File: src/rtl/uart_rx_pkg.sv
package uart_rx_pkg;

    localparam int OVS_DEFAULT = 16;
    localparam int DATA_W      = 8;
    localparam int IDX_W       = $clog2(DATA_W);
    localparam int MIN_WORD    = 5;

    typedef enum logic [1:0] {
        PAR_ODD   = 2'b00,
        PAR_EVEN  = 2'b01,
        PAR_MARK  = 2'b10,
        PAR_SPACE = 2'b11
    } par_kind_e;

    typedef enum logic [2:0] {
        S_IDLE,
        S_START,
        S_DATA,
        S_PAR,
        S_STOP,
        S_HOLD
    } rx_state_e;

    // Raw samples of one frame, handed from the sequencer to the tagger
    typedef struct packed {
        logic [DATA_W-1:0] data;
        logic              has_par;
        logic              par_bit;
        logic              stop_bit;
        logic              all_low;
    } raw_frame_t;

    // Tagged character presented at the block edge
    typedef struct packed {
        logic [DATA_W-1:0] data;
        logic              perr;
        logic              ferr;
        logic              brk;
    } rx_char_t;

    function automatic logic expected_parity(input logic [DATA_W-1:0] d,
                                             input logic [1:0] kind);
        logic r;
        case (par_kind_e'(kind))
            PAR_ODD:   r = ~(^d);
            PAR_EVEN:  r = ^d;
            PAR_MARK:  r = 1'b1;
            default:   r = 1'b0;
        endcase
        return r;
    endfunction

    function automatic logic [IDX_W-1:0] last_index(input logic [1:0] wlen);
        return IDX_W'(MIN_WORD - 1) + {1'b0, wlen};
    endfunction

endpackage

File: src/rtl/rx_sync2.sv
module rx_sync2 #(
    parameter logic RESET_VAL = 1'b1
) (
    input  logic clk,
    input  logic rst,
    input  logic din,
    output logic dout
);
    logic meta_q;
    logic sync_q;

    always_ff @(posedge clk) begin
        if (rst) begin
            meta_q <= RESET_VAL;
            sync_q <= RESET_VAL;
        end else begin
            meta_q <= din;
            sync_q <= meta_q;
        end
    end

    assign dout = sync_q;

    // the retimed line reflects the raw input exactly two clocks later
    logic [1:0] age_q;
    always_ff @(posedge clk) begin
        if (rst) age_q <= '0;
        else if (age_q != 2'd3) age_q <= age_q + 2'd1;
    end

    assert_sync_two_stage_R1: assert property (@(posedge clk) disable iff (rst)
        (age_q == 2'd3) |-> (sync_q == $past(din, 2)));

endmodule

File: src/rtl/rx_frame_seq.sv
module rx_frame_seq
    import uart_rx_pkg::*;
#(
    parameter int OVS = OVS_DEFAULT
) (
    input  logic       clk,
    input  logic       rst,
    input  logic       tick,
    input  logic       rx,
    input  logic [1:0] cfg_wlen,
    input  logic       cfg_par_en,
    output logic       done,
    output raw_frame_t raw
);
    localparam int CNT_W = $clog2(OVS);
    localparam logic [CNT_W-1:0] HALF_LAST = CNT_W'(OVS / 2 - 1);
    localparam logic [CNT_W-1:0] FULL_LAST = CNT_W'(OVS - 1);

    rx_state_e          state_q;
    logic [CNT_W-1:0]   cnt_q;
    logic [IDX_W-1:0]   idx_q;
    logic [DATA_W-1:0]  dbuf_q;
    logic               par_q;
    logic               all_low_q;
    logic [IDX_W-1:0]   last_idx;
    logic               bit_mid;

    assign last_idx = last_index(cfg_wlen);
    assign bit_mid  = tick && (cnt_q == FULL_LAST);

    always_ff @(posedge clk) begin
        if (rst) begin
            state_q   <= S_IDLE;
            cnt_q     <= '0;
            idx_q     <= '0;
            dbuf_q    <= '0;
            par_q     <= 1'b0;
            all_low_q <= 1'b0;
            done      <= 1'b0;
            raw       <= '0;
        end else begin
            done <= 1'b0;
            case (state_q)
                S_IDLE: begin
                    if (tick && !rx) begin
                        state_q <= S_START;
                        cnt_q   <= '0;
                    end
                end
                S_START: begin
                    if (tick) begin
                        if (cnt_q == HALF_LAST) begin
                            cnt_q <= '0;
                            if (rx) begin
                                state_q <= S_IDLE;
                            end else begin
                                state_q   <= S_DATA;
                                idx_q     <= '0;
                                dbuf_q    <= '0;
                                par_q     <= 1'b0;
                                all_low_q <= 1'b1;
                            end
                        end else begin
                            cnt_q <= cnt_q + 1'b1;
                        end
                    end
                end
                S_DATA: begin
                    if (bit_mid) begin
                        cnt_q         <= '0;
                        dbuf_q[idx_q] <= rx;
                        all_low_q     <= all_low_q & ~rx;
                        if (idx_q == last_idx) begin
                            state_q <= cfg_par_en ? S_PAR : S_STOP;
                        end else begin
                            idx_q <= idx_q + 1'b1;
                        end
                    end else if (tick) begin
                        cnt_q <= cnt_q + 1'b1;
                    end
                end
                S_PAR: begin
                    if (bit_mid) begin
                        cnt_q     <= '0;
                        par_q     <= rx;
                        all_low_q <= all_low_q & ~rx;
                        state_q   <= S_STOP;
                    end else if (tick) begin
                        cnt_q <= cnt_q + 1'b1;
                    end
                end
                S_STOP: begin
                    if (bit_mid) begin
                        cnt_q <= '0;
                        done  <= 1'b1;
                        raw   <= '{data:     dbuf_q,
                                   has_par:  cfg_par_en,
                                   par_bit:  par_q,
                                   stop_bit: rx,
                                   all_low:  all_low_q & ~rx};
                        if (rx) begin
                            state_q <= S_IDLE;
                        end else if (all_low_q) begin
                            state_q <= S_HOLD;
                        end else begin
                            // low stop bit doubles as the next start bit
                            state_q   <= S_DATA;
                            idx_q     <= '0;
                            dbuf_q    <= '0;
                            par_q     <= 1'b0;
                            all_low_q <= 1'b1;
                        end
                    end else if (tick) begin
                        cnt_q <= cnt_q + 1'b1;
                    end
                end
                S_HOLD: begin
                    if (rx) state_q <= S_IDLE;
                end
                default: state_q <= S_IDLE;
            endcase
        end
    end

    // a start bit that reads high at its centre is abandoned
    assert_false_start_abort_R1: assert property (@(posedge clk) disable iff (rst)
        (state_q == S_START && tick && cnt_q == HALF_LAST && rx) |=> (state_q == S_IDLE));

    // a non-break framing error moves straight into the next data bit
    assert_resync_after_ferr_R5: assert property (@(posedge clk) disable iff (rst)
        (done && !raw.stop_bit && !raw.all_low) |-> (state_q == S_DATA && cnt_q == '0 && idx_q == '0));

    // the post-break wait persists while the line stays low
    assert_hold_until_mark_R7: assert property (@(posedge clk) disable iff (rst)
        (state_q == S_HOLD && !rx) |=> (state_q == S_HOLD));

    // a frame completes only on an oversampling tick
    assert_done_on_tick_R8: assert property (@(posedge clk) disable iff (rst)
        done |-> $past(tick));

endmodule

File: src/rtl/rx_char_tagger.sv
module rx_char_tagger
    import uart_rx_pkg::*;
(
    input  logic       clk,
    input  logic       rst,
    input  logic       done,
    input  raw_frame_t raw,
    input  logic [1:0] cfg_par_kind,
    output logic       out_valid,
    output rx_char_t   out_char
);
    rx_char_t next_char;
    logic     is_break;

    always_comb begin
        is_break       = raw.all_low;
        next_char.brk  = is_break;
        next_char.ferr = ~raw.stop_bit;
        next_char.perr = ~is_break & raw.has_par &
                         (raw.par_bit != expected_parity(raw.data, cfg_par_kind));
        next_char.data = is_break ? '0 : raw.data;
    end

    always_ff @(posedge clk) begin
        if (rst) begin
            out_valid <= 1'b0;
            out_char  <= '0;
        end else begin
            out_valid <= done;
            if (done) out_char <= next_char;
        end
    end

    // strobe lasts a single cycle
    assert_strobe_single_R8: assert property (@(posedge clk) disable iff (rst)
        out_valid |=> !out_valid);

    // result holds between strobes
    assert_result_held_R8: assert property (@(posedge clk) disable iff (rst)
        !out_valid |-> $stable(out_char));

    // break characters carry zero data, framing error and no parity error
    assert_break_tags_R6: assert property (@(posedge clk) disable iff (rst)
        (out_valid && out_char.brk) |-> (out_char.ferr && !out_char.perr && out_char.data == '0));

endmodule

File: src/rtl/uart_rx_brk.sv
module uart_rx_brk
    import uart_rx_pkg::*;
#(
    parameter int OVS = OVS_DEFAULT
) (
    input  logic        clk,
    input  logic        rst,
    input  logic        tick16,
    input  logic        rx_line,
    input  logic [1:0]  cfg_wlen,
    input  logic        cfg_par_en,
    input  logic [1:0]  cfg_par_kind,
    output logic        chr_valid,
    output logic [7:0]  chr_data,
    output logic        chr_perr,
    output logic        chr_ferr,
    output logic        chr_brk
);
    logic       rx_sync;
    logic       frame_done;
    raw_frame_t frame_raw;
    rx_char_t   char_q;

    rx_sync2 #(.RESET_VAL(1'b1)) u_sync (
        .clk  (clk),
        .rst  (rst),
        .din  (rx_line),
        .dout (rx_sync)
    );

    rx_frame_seq #(.OVS(OVS)) u_seq (
        .clk        (clk),
        .rst        (rst),
        .tick       (tick16),
        .rx         (rx_sync),
        .cfg_wlen   (cfg_wlen),
        .cfg_par_en (cfg_par_en),
        .done       (frame_done),
        .raw        (frame_raw)
    );

    rx_char_tagger u_tag (
        .clk          (clk),
        .rst          (rst),
        .done         (frame_done),
        .raw          (frame_raw),
        .cfg_par_kind (cfg_par_kind),
        .out_valid    (chr_valid),
        .out_char     (char_q)
    );

    assign chr_data = char_q.data;
    assign chr_perr = char_q.perr;
    assign chr_ferr = char_q.ferr;
    assign chr_brk  = char_q.brk;

    // bits above the configured word length read as zero
    assert_upper_bits_zero_R2: assert property (@(posedge clk) disable iff (rst)
        chr_valid |-> ((chr_data >> (4'd5 + {2'b00, cfg_wlen})) == 8'd0));

endmodule

File: config.mk
export PLATFORM = sky130hd
export DESIGN_NAME = uart_rx_brk
export DESIGN_NICKNAME = d
export VERILOG_FILES = /design/src/rtl/uart_rx_pkg.sv /design/src/rtl/rx_sync2.sv /design/src/rtl/rx_frame_seq.sv /design/src/rtl/rx_char_tagger.sv /design/src/rtl/uart_rx_brk.sv
export SDC_FILE = /design/constraint.sdc
export NUM_CORES = 1
export LEC_CHECK = 0
export CORE_MARGIN = 3
export CORE_UTILIZATION = 59
export CTS_BUF_LIST = sky130_fd_sc_hd__clkbuf_8
export DETAILED_ROUTE_END_ITERATION = 8
export PLACE_DENSITY = 0.88
export REMOVE_ABC_BUFFERS = 1
export SETUP_SLACK_MARGIN = 0.3
export SYNTH_ARGS = -nofsm -noshare
export SYNTH_HDL_FRONTEND = slang
export SYNTH_SLANG_ARGS = --single-unit
File: constraint.sdc
create_clock -name clk -period 2.3 [get_ports clk]
set_input_delay 0.46 -clock clk [delete_from_list [all_inputs] [get_ports clk]]
set_output_delay 0.46 -clock clk [all_outputs]
set_load 0.005 [all_outputs]
==> out/qor.yml, run 1 <==
cts_sinks: 47
p_per_area_nw_per_um2: 736
die_h_um: 67.9
maxCapViolCount: 0
yosysMostFrequentCell: "dfxtp_1"
wirelength_mm: 4.89
cts_setup_buffers: 0
grt_usage_pct: 23.9
critPathKind: "in -> reg"
synth_top_area_cell: "dfxtp_1"
cp_slowest_cell: "clkdlybuf4s50_1"
synthTopCellsByCount: "47 x dfxtp_1, 43 x nand2_1, 32 x a21oi_1, 21 x nor2_1, 17 x nand3_1"
synthSimpleGateAreaFrac_pct: 27.9
cp_num_buf_inv: 2
max_slew_margin_pct: 57.2
wl_per_cell_um: 14.1
diodes: 0
ys_seq_elements: 47
path_clk_slew_ns: 0.09
slew_violations: 0
yosysTopAreaCellShare_pct: 41.7
timing.fmax_ghz: 0.534
routabilityCongestion: 0.981
dp_cells: 338
p_switching_uw: 601
cts.repair.resized: 1
numCtsBuffers: 5
layoutNonFillerInstCount: 346
drt-pass1-iter-count: 4
cp-end-kind: "flop"
drt-initial-drc-count: 106
synthMuxAreaShare_pct: 1.33
p_int_uw: 1320
pwr-share-seq_pct: 47.0
switching_share_pct: 31.3
fin_nets: 310
period_minus_slack_ns: 1.87
ctsHoldBuffers: 0
clock_latency_ns: 0.30
path_cells: "clkdlybuf4s50_1, and4_1, buf_4, nand4b_1, o311ai_2, nor2_2, o21ai_0, o21ai_0"
pwr-share-clk_pct: 27.7
combPwrFrac_pct: 25.3
start_util_pct: 64.6
path_max_fanout: 8
hold_path_class: "reg -> reg"
setup_viol: 0
hold_viol: 0
syn_inst: 281
synth_sequential_area_ratio_pct: 41.7
status: "complete, no violations"
drc: 0
synthAdderAreaFrac_pct: 1.11
die-width_um: 67.9
synth_top_family_by_area: "simple AND/OR/NAND/NOR gates"
synth.distinct_cells: 45
die_area_sq_um: 4600
via_per_inst: 5.78
rsz0062_at_grt: "false"
cts_tree: "done"
finalCritPeriodShare_pct: 81.4
cts_buffer_depth: 2
htree_num_levels: 2
ant_nets: 0
required_ns: 2.47
dp_hpwl_mm: 3.37
synth_edf_count: 0
synth_area_sq_um: 2260
leakage_uw: 0.000939
vias: 2001
synth.avg_cell_area_sq_um: 8.03
portBuffers: 20
critPathLaunchType: "input port"
rows: 21
skew_ns: 0.00896
slowest_delay_ns: 0.48
coreArea_sq_um: 3490
yosysWarnings: 0
io_pins: 21
crit_family: "buffers and inverters"
synth-xor-area-share_pct: 4.66
synth-compound-area-share_pct: 18.4
arrival_ns: 2.04
root_buffer: "clkbuf_8"
cpMostUsedCell: "o21ai_0"
synth_flop_cell: "dfxtp_1"
tightest_slew_ns: 0.641
setup_tns_ns: 0
ir_worst_vdd_uv: 531
async_flop_share_pct: 0
grt_pass1_vias: 1864
antenna_found_initial: 0
syn_to_final_growth_pct: 15.5
grt_max_degree: 22
drive_gt1_share_pct: 11.0
grt_pass1_wl_mm: 8.29
final_core_util_pct: 74.6
globalRouteOverflowTotal: 0
synthTopCellsByArea: "dfxtp_1 42%, nand2_1 7.2%, a21oi_1 7.1%"
-- power by group through the flow --
| stage | Clock [uW] | Combinational (uW) | Sequential [uW] |
|---|---|---|---|
| 2_1_floorplan | 0 | 346 | 911 |
| 3_3_place_gp | 0 | 469 | 915 |
| 3_5_place_dp | 0 | 478 | 914 |
| 4_1_cts | 539 | 479 | 896 |
| 5_1_grt | 572 | 538 | 908 |
| 6_report | 532 | 486 | 901 |
-- per-layer routing --
metal	wire length [um]	part of all wire (%)	global-route usage, %
met5	0	0	0
met2	2500	51	40.5
met4	87	1.8	9.68
met1	2130	44	29.4
met3	177	3.6	5.09
-- worst register-to-register path, cell delays in order, from the launching register on --
cell and delay [ns]:
dfxtp_1 0.42, nor2_1 0.31, nand3b_1 0.16, o311ai_2 0.42, nor2_2 0.15, o21ai_0 0.16
o21ai_0 0.10
-- cell usage in the layout, fill, tap and decap left out, types with 6 or more instances in the layout --
cell,instances
buf_4,9
xnor2_1,9
nor3_1,7
nand3_1,17
o21ai_0,15
dfxtp_1,45
nor2_1,20
inv_1,6
nand2_1,43
clkdlybuf4s50_1,20
a21oi_1,32
clkbuf_8,6
nand2b_1,12
-- state kept, by name, indices dropped and copies added (netlist names) --
| register | count |
|---|---|
| u_seq.all_low_q | 1 |
| u_seq.cnt_q | 4 |
| u_seq.dbuf_q | 8 |
| u_seq.done | 1 |
| u_seq.idx_q | 3 |
| u_seq.par_q | 1 |
| u_seq.raw | 12 |
| u_seq.state_q | 3 |
| u_sync.dout | 1 |
| u_sync.meta_q | 1 |
| u_tag.out_char | 11 |
| u_tag.out_valid | 1 |
-- path summary, 6_finish.rpt --
path                       from         endpoint  slack [ns]  cells after the start
hold / removal    u_sync.meta_q      u_sync.dout        0.42                      1
setup reg to reg    u_sync.dout  u_seq.dbuf_q[6]        0.44                      6
hold reg to reg   u_sync.meta_q      u_sync.dout        0.42                      1
setup / recovery         tick16  u_seq.dbuf_q[6]        0.43                      8
-- metrics by stage --
step	total power, uW	setup slack (ns)	hold slack, ns	instance area (sq um)
3_5_place_dp	1390	0.0368	0.395	2500
4_1_cts	1910	0.315	0.417	2600
3_3_place_gp	1380	0.141	0.393	2500
5_1_grt	2020	0.312	0.428	2610
6_report	1920	0.429	0.416	2610
2_1_floorplan	1260	0.461	0.389	2170
-- final cells by class --
class	count	area, sq um
Clock buffer	6	82.6
Clock inverter	2	16.3
Fill cell	273	887
Inverter	7	26.3
Multi-Input combinational cell	209	1210
Sequential cell	47	946
Tap cell	46	57.6
Timing Repair Buffer	29	268
-- logic make-up after synthesis --
kind of cell	count (synthesis)
AO/OA/AOI/OAI	65
XOR/XNOR	12
adder cells (fa/ha/maj)	2
buffers and inverters	25
flip-flops	47
multiplexers	3
AND/OR/NAND/NOR	127
Power figures use the tool's default switching activity.
==> inputs of run 2 (changes only) <==
--- a/config.mk
+++ b/config.mk
@@ -6,10 +6,10 @@
 export NUM_CORES = 1
 export LEC_CHECK = 0
 export CORE_MARGIN = 3
-export CORE_UTILIZATION = 59
+export CORE_UTILIZATION = 53
 export CTS_BUF_LIST = sky130_fd_sc_hd__clkbuf_8
 export DETAILED_ROUTE_END_ITERATION = 8
-export PLACE_DENSITY = 0.88
+export PLACE_DENSITY = 0.83
 export REMOVE_ABC_BUFFERS = 1
 export SETUP_SLACK_MARGIN = 0.3
 export SYNTH_ARGS = -nofsm -noshare
==> constraint.sdc (replaced) <==
create_clock -name clk -period 1.6 [get_ports clk]
set_input_delay 0.32 -clock clk [delete_from_list [all_inputs] [get_ports clk]]
set_output_delay 0.32 -clock clk [all_outputs]
set_load 0.005 [all_outputs]
==> run 2 against run 1 <==
Effect of this change: the flow now finishes with violations (negative setup slack); clock skew is 0.010 ns higher; routed wire length is 99% higher; critical path depth is 2 lower; utilization is 13 points higher; global-route usage is 6.6 points higher; power is 110% higher; sequential share of layout area is 8.8 points lower; cell count is 16% higher; critical endpoint is now u_seq.state_q[0].
==> out/qor.yml, run 2 (synthesis results as in run 1) <==
reg_top3: "u_seq.raw x12, u_tag.out_char x11, u_seq.dbuf_q x8"  # unchanged
mostFrequentLayoutCells: "41 x buf_4, 24 x dfxtp_1, 20 x nand2_1"  # was 45 x dfxtp_1, 43 x nand2_1, 32 x a21oi_1
setup_tns_ns: -2.96  # was 0 ns
antenna_found_initial: 0  # unchanged
leakage_uw: 0.00147  # was 0.000939 uW
dp_cells: 372  # was 338
die-width_um: 71.3  # was 67.9 um
globalRouteOverflowTotal: 0  # unchanged
via_per_inst: 6.73  # was 5.78
rows: 23  # was 21
wirelength_mm: 9.75  # was 4.89 mm
coreArea_sq_um: 4060  # was 3490 sq um
rsz0062_at_grt: "true"  # was false
drt-initial-drc-count: 369  # was 106
grt_max_degree: 19  # was 22
fin_nets: 362  # was 310
grt_usage_pct: 30.5  # was 23.9%
finalCritPeriodShare_pct: 115
p_per_area_nw_per_um2: 1140  # was 736 nW/um^2
grt_pass1_wl_mm: 12.3  # was 8.29 mm
clock_latency_ns: 0.32  # was 0.30 ns
wl_per_cell_um: 24.2  # was 14.1 um
syn_to_final_growth_pct: 58.0  # was 15.5%
largest_register_ffs: 12  # unchanged
htree_num_levels: 2  # unchanged
vias: 2707  # was 2001
arrival_ns: 2.09  # was 2.04 ns
die_h_um: 71.3  # was 67.9 um
maxCapViolCount: 0  # unchanged
skew_ns: 0.0195  # was 0.00896 ns
start_util_pct: 55.6  # was 64.6%
drt-pass1-iter-count: 5  # was 4
cts_sinks: 47  # unchanged
hold_path_class: "reg -> reg"  # unchanged
die_area_sq_um: 5080  # was 4600 sq um
root_buffer: "clkbuf_8"  # unchanged
ctsHoldBuffers: 0  # unchanged
max_slew_margin_pct: 59.3  # was 57.2%
violations: "negative setup slack"
path_max_fanout: 4  # was 8
ir_worst_vdd_uv: 1120  # was 531 uV
drc: 0  # unchanged
path_clk_slew_ns: 0.11  # was 0.09 ns
setup_viol: 28  # was 0
required_ns: 1.84  # was 2.47 ns
cp-end-kind: "flop"  # unchanged
slew_violations: 0  # unchanged
grt_pass1_vias: 2428  # was 1864
mostFrequentLayoutCell: "buf_4"  # was dfxtp_1
io_pins: 21  # unchanged
period_minus_slack_ns: 1.85
timing.fmax_ghz: 0.542
ant_nets: 0  # unchanged
dp_hpwl_mm: 3.63  # was 3.37 mm
fin_ws_ns: -0.246  # was 0.429 ns
routabilityCongestion: 0.977  # was 0.981
drive_gt1_share_pct: 50.9  # was 11.0%
portBuffers: 20  # unchanged
layoutNonFillerInstCount: 402  # was 346
critPathLaunchType: "flop"  # was input port
numCtsBuffers: 5  # unchanged
hold_viol: 0  # unchanged
critPathKind: "reg -> reg"  # was in -> reg
diodes: 0  # unchanged
top_register: "u_seq.raw"  # unchanged
cts_tree: "done"  # unchanged
cts_buffer_depth: 2  # unchanged
tightest_slew_ns: 0.609  # was 0.641 ns
status: "complete, but fails checks"  # was complete, no violations
[run 2: changes by cell type in the layout (fill, tap and decap cells not counted), sizes merged, moves of 2 or more]
cell,delta
dlygate4sd2,+12
buf,+51
bufinv,+2
clkdlybuf4s50,-13
[run 2: power by group]
part           switching (uW)  internal [uW]  leakage [uW]
clock                     451            619     0.0000695
sequential               80.3           1220      0.000391
combinational             851            844       0.00101
[run 2: stage by stage]
stage / utilization [%] / hold slack [ns] / setup slack [ns] / cell area [sq um] / total power (uW)
after floorplan: - / 0.389 / -0.239 / 2170 / 1810
after global placement: 67.3 / 0.395 / -0.425 / 2730 / 2180
after detailed placement: 67.3 / 0.403 / -0.476 / 2730 / 2210
after CTS: 78.4 / 0.426 / -0.0944 / 3180 / 3490
after global routing: 87.9 / 0.434 / -0.262 / 3570 / 4120
final: 87.9 / 0.426 / -0.246 / 3570 / 4060
[run 2: what timing repair did]
item | CTS | global route
gates resized for setup | 101 | 77
pin swaps | 31 | 41
endpoints found under the setup margin | 46 | 42
buffers inserted | 11 | 9
gates cloned | 2 | 0
[run 2: worst max-delay path: stages, from the launching register on]
cell and delay (ns):
dfxtp_2 0.39, ha_4 0.15, and4_4 0.26, o32a_4 0.20, o21ai_4 0.07, or4_4 0.50, a21oi_4 0.19
[run 2: path summary, 6_finish.rpt]
| path | slack (ns) | startpoint | end | cells after the start |
|---|---|---|---|---|
| max | -0.25 | u_seq.cnt_q[1] | u_seq.state_q[0] | 6 |
| min | 0.43 | u_sync.meta_q | u_sync.dout | 1 |
| max reg2reg | -0.25 | u_seq.cnt_q[1] | u_seq.state_q[0] | 6 |
| min reg2reg | 0.43 | u_sync.meta_q | u_sync.dout | 1 |
[run 2: final cells by class]
type	count	area (sq um)
Multi-Input combinational cell	210	1660
Sequential cell	47	980
Timing Repair Buffer	80	706
Fill cell	142	490
Clock buffer	5	68.8
Clock inverter	3	63.8
Tap cell	50	62.6
Inverter	7	26.3
[run 2: per-layer routing]
layer	vias to the layer above	GRT usage [%]	wire [um]
met4	0	16.1	577
met3	74	5.89	1090
met1	1272	37.1	3480
met2	254	50.8	4600
met5	-	0	0
li1	1107	-	-
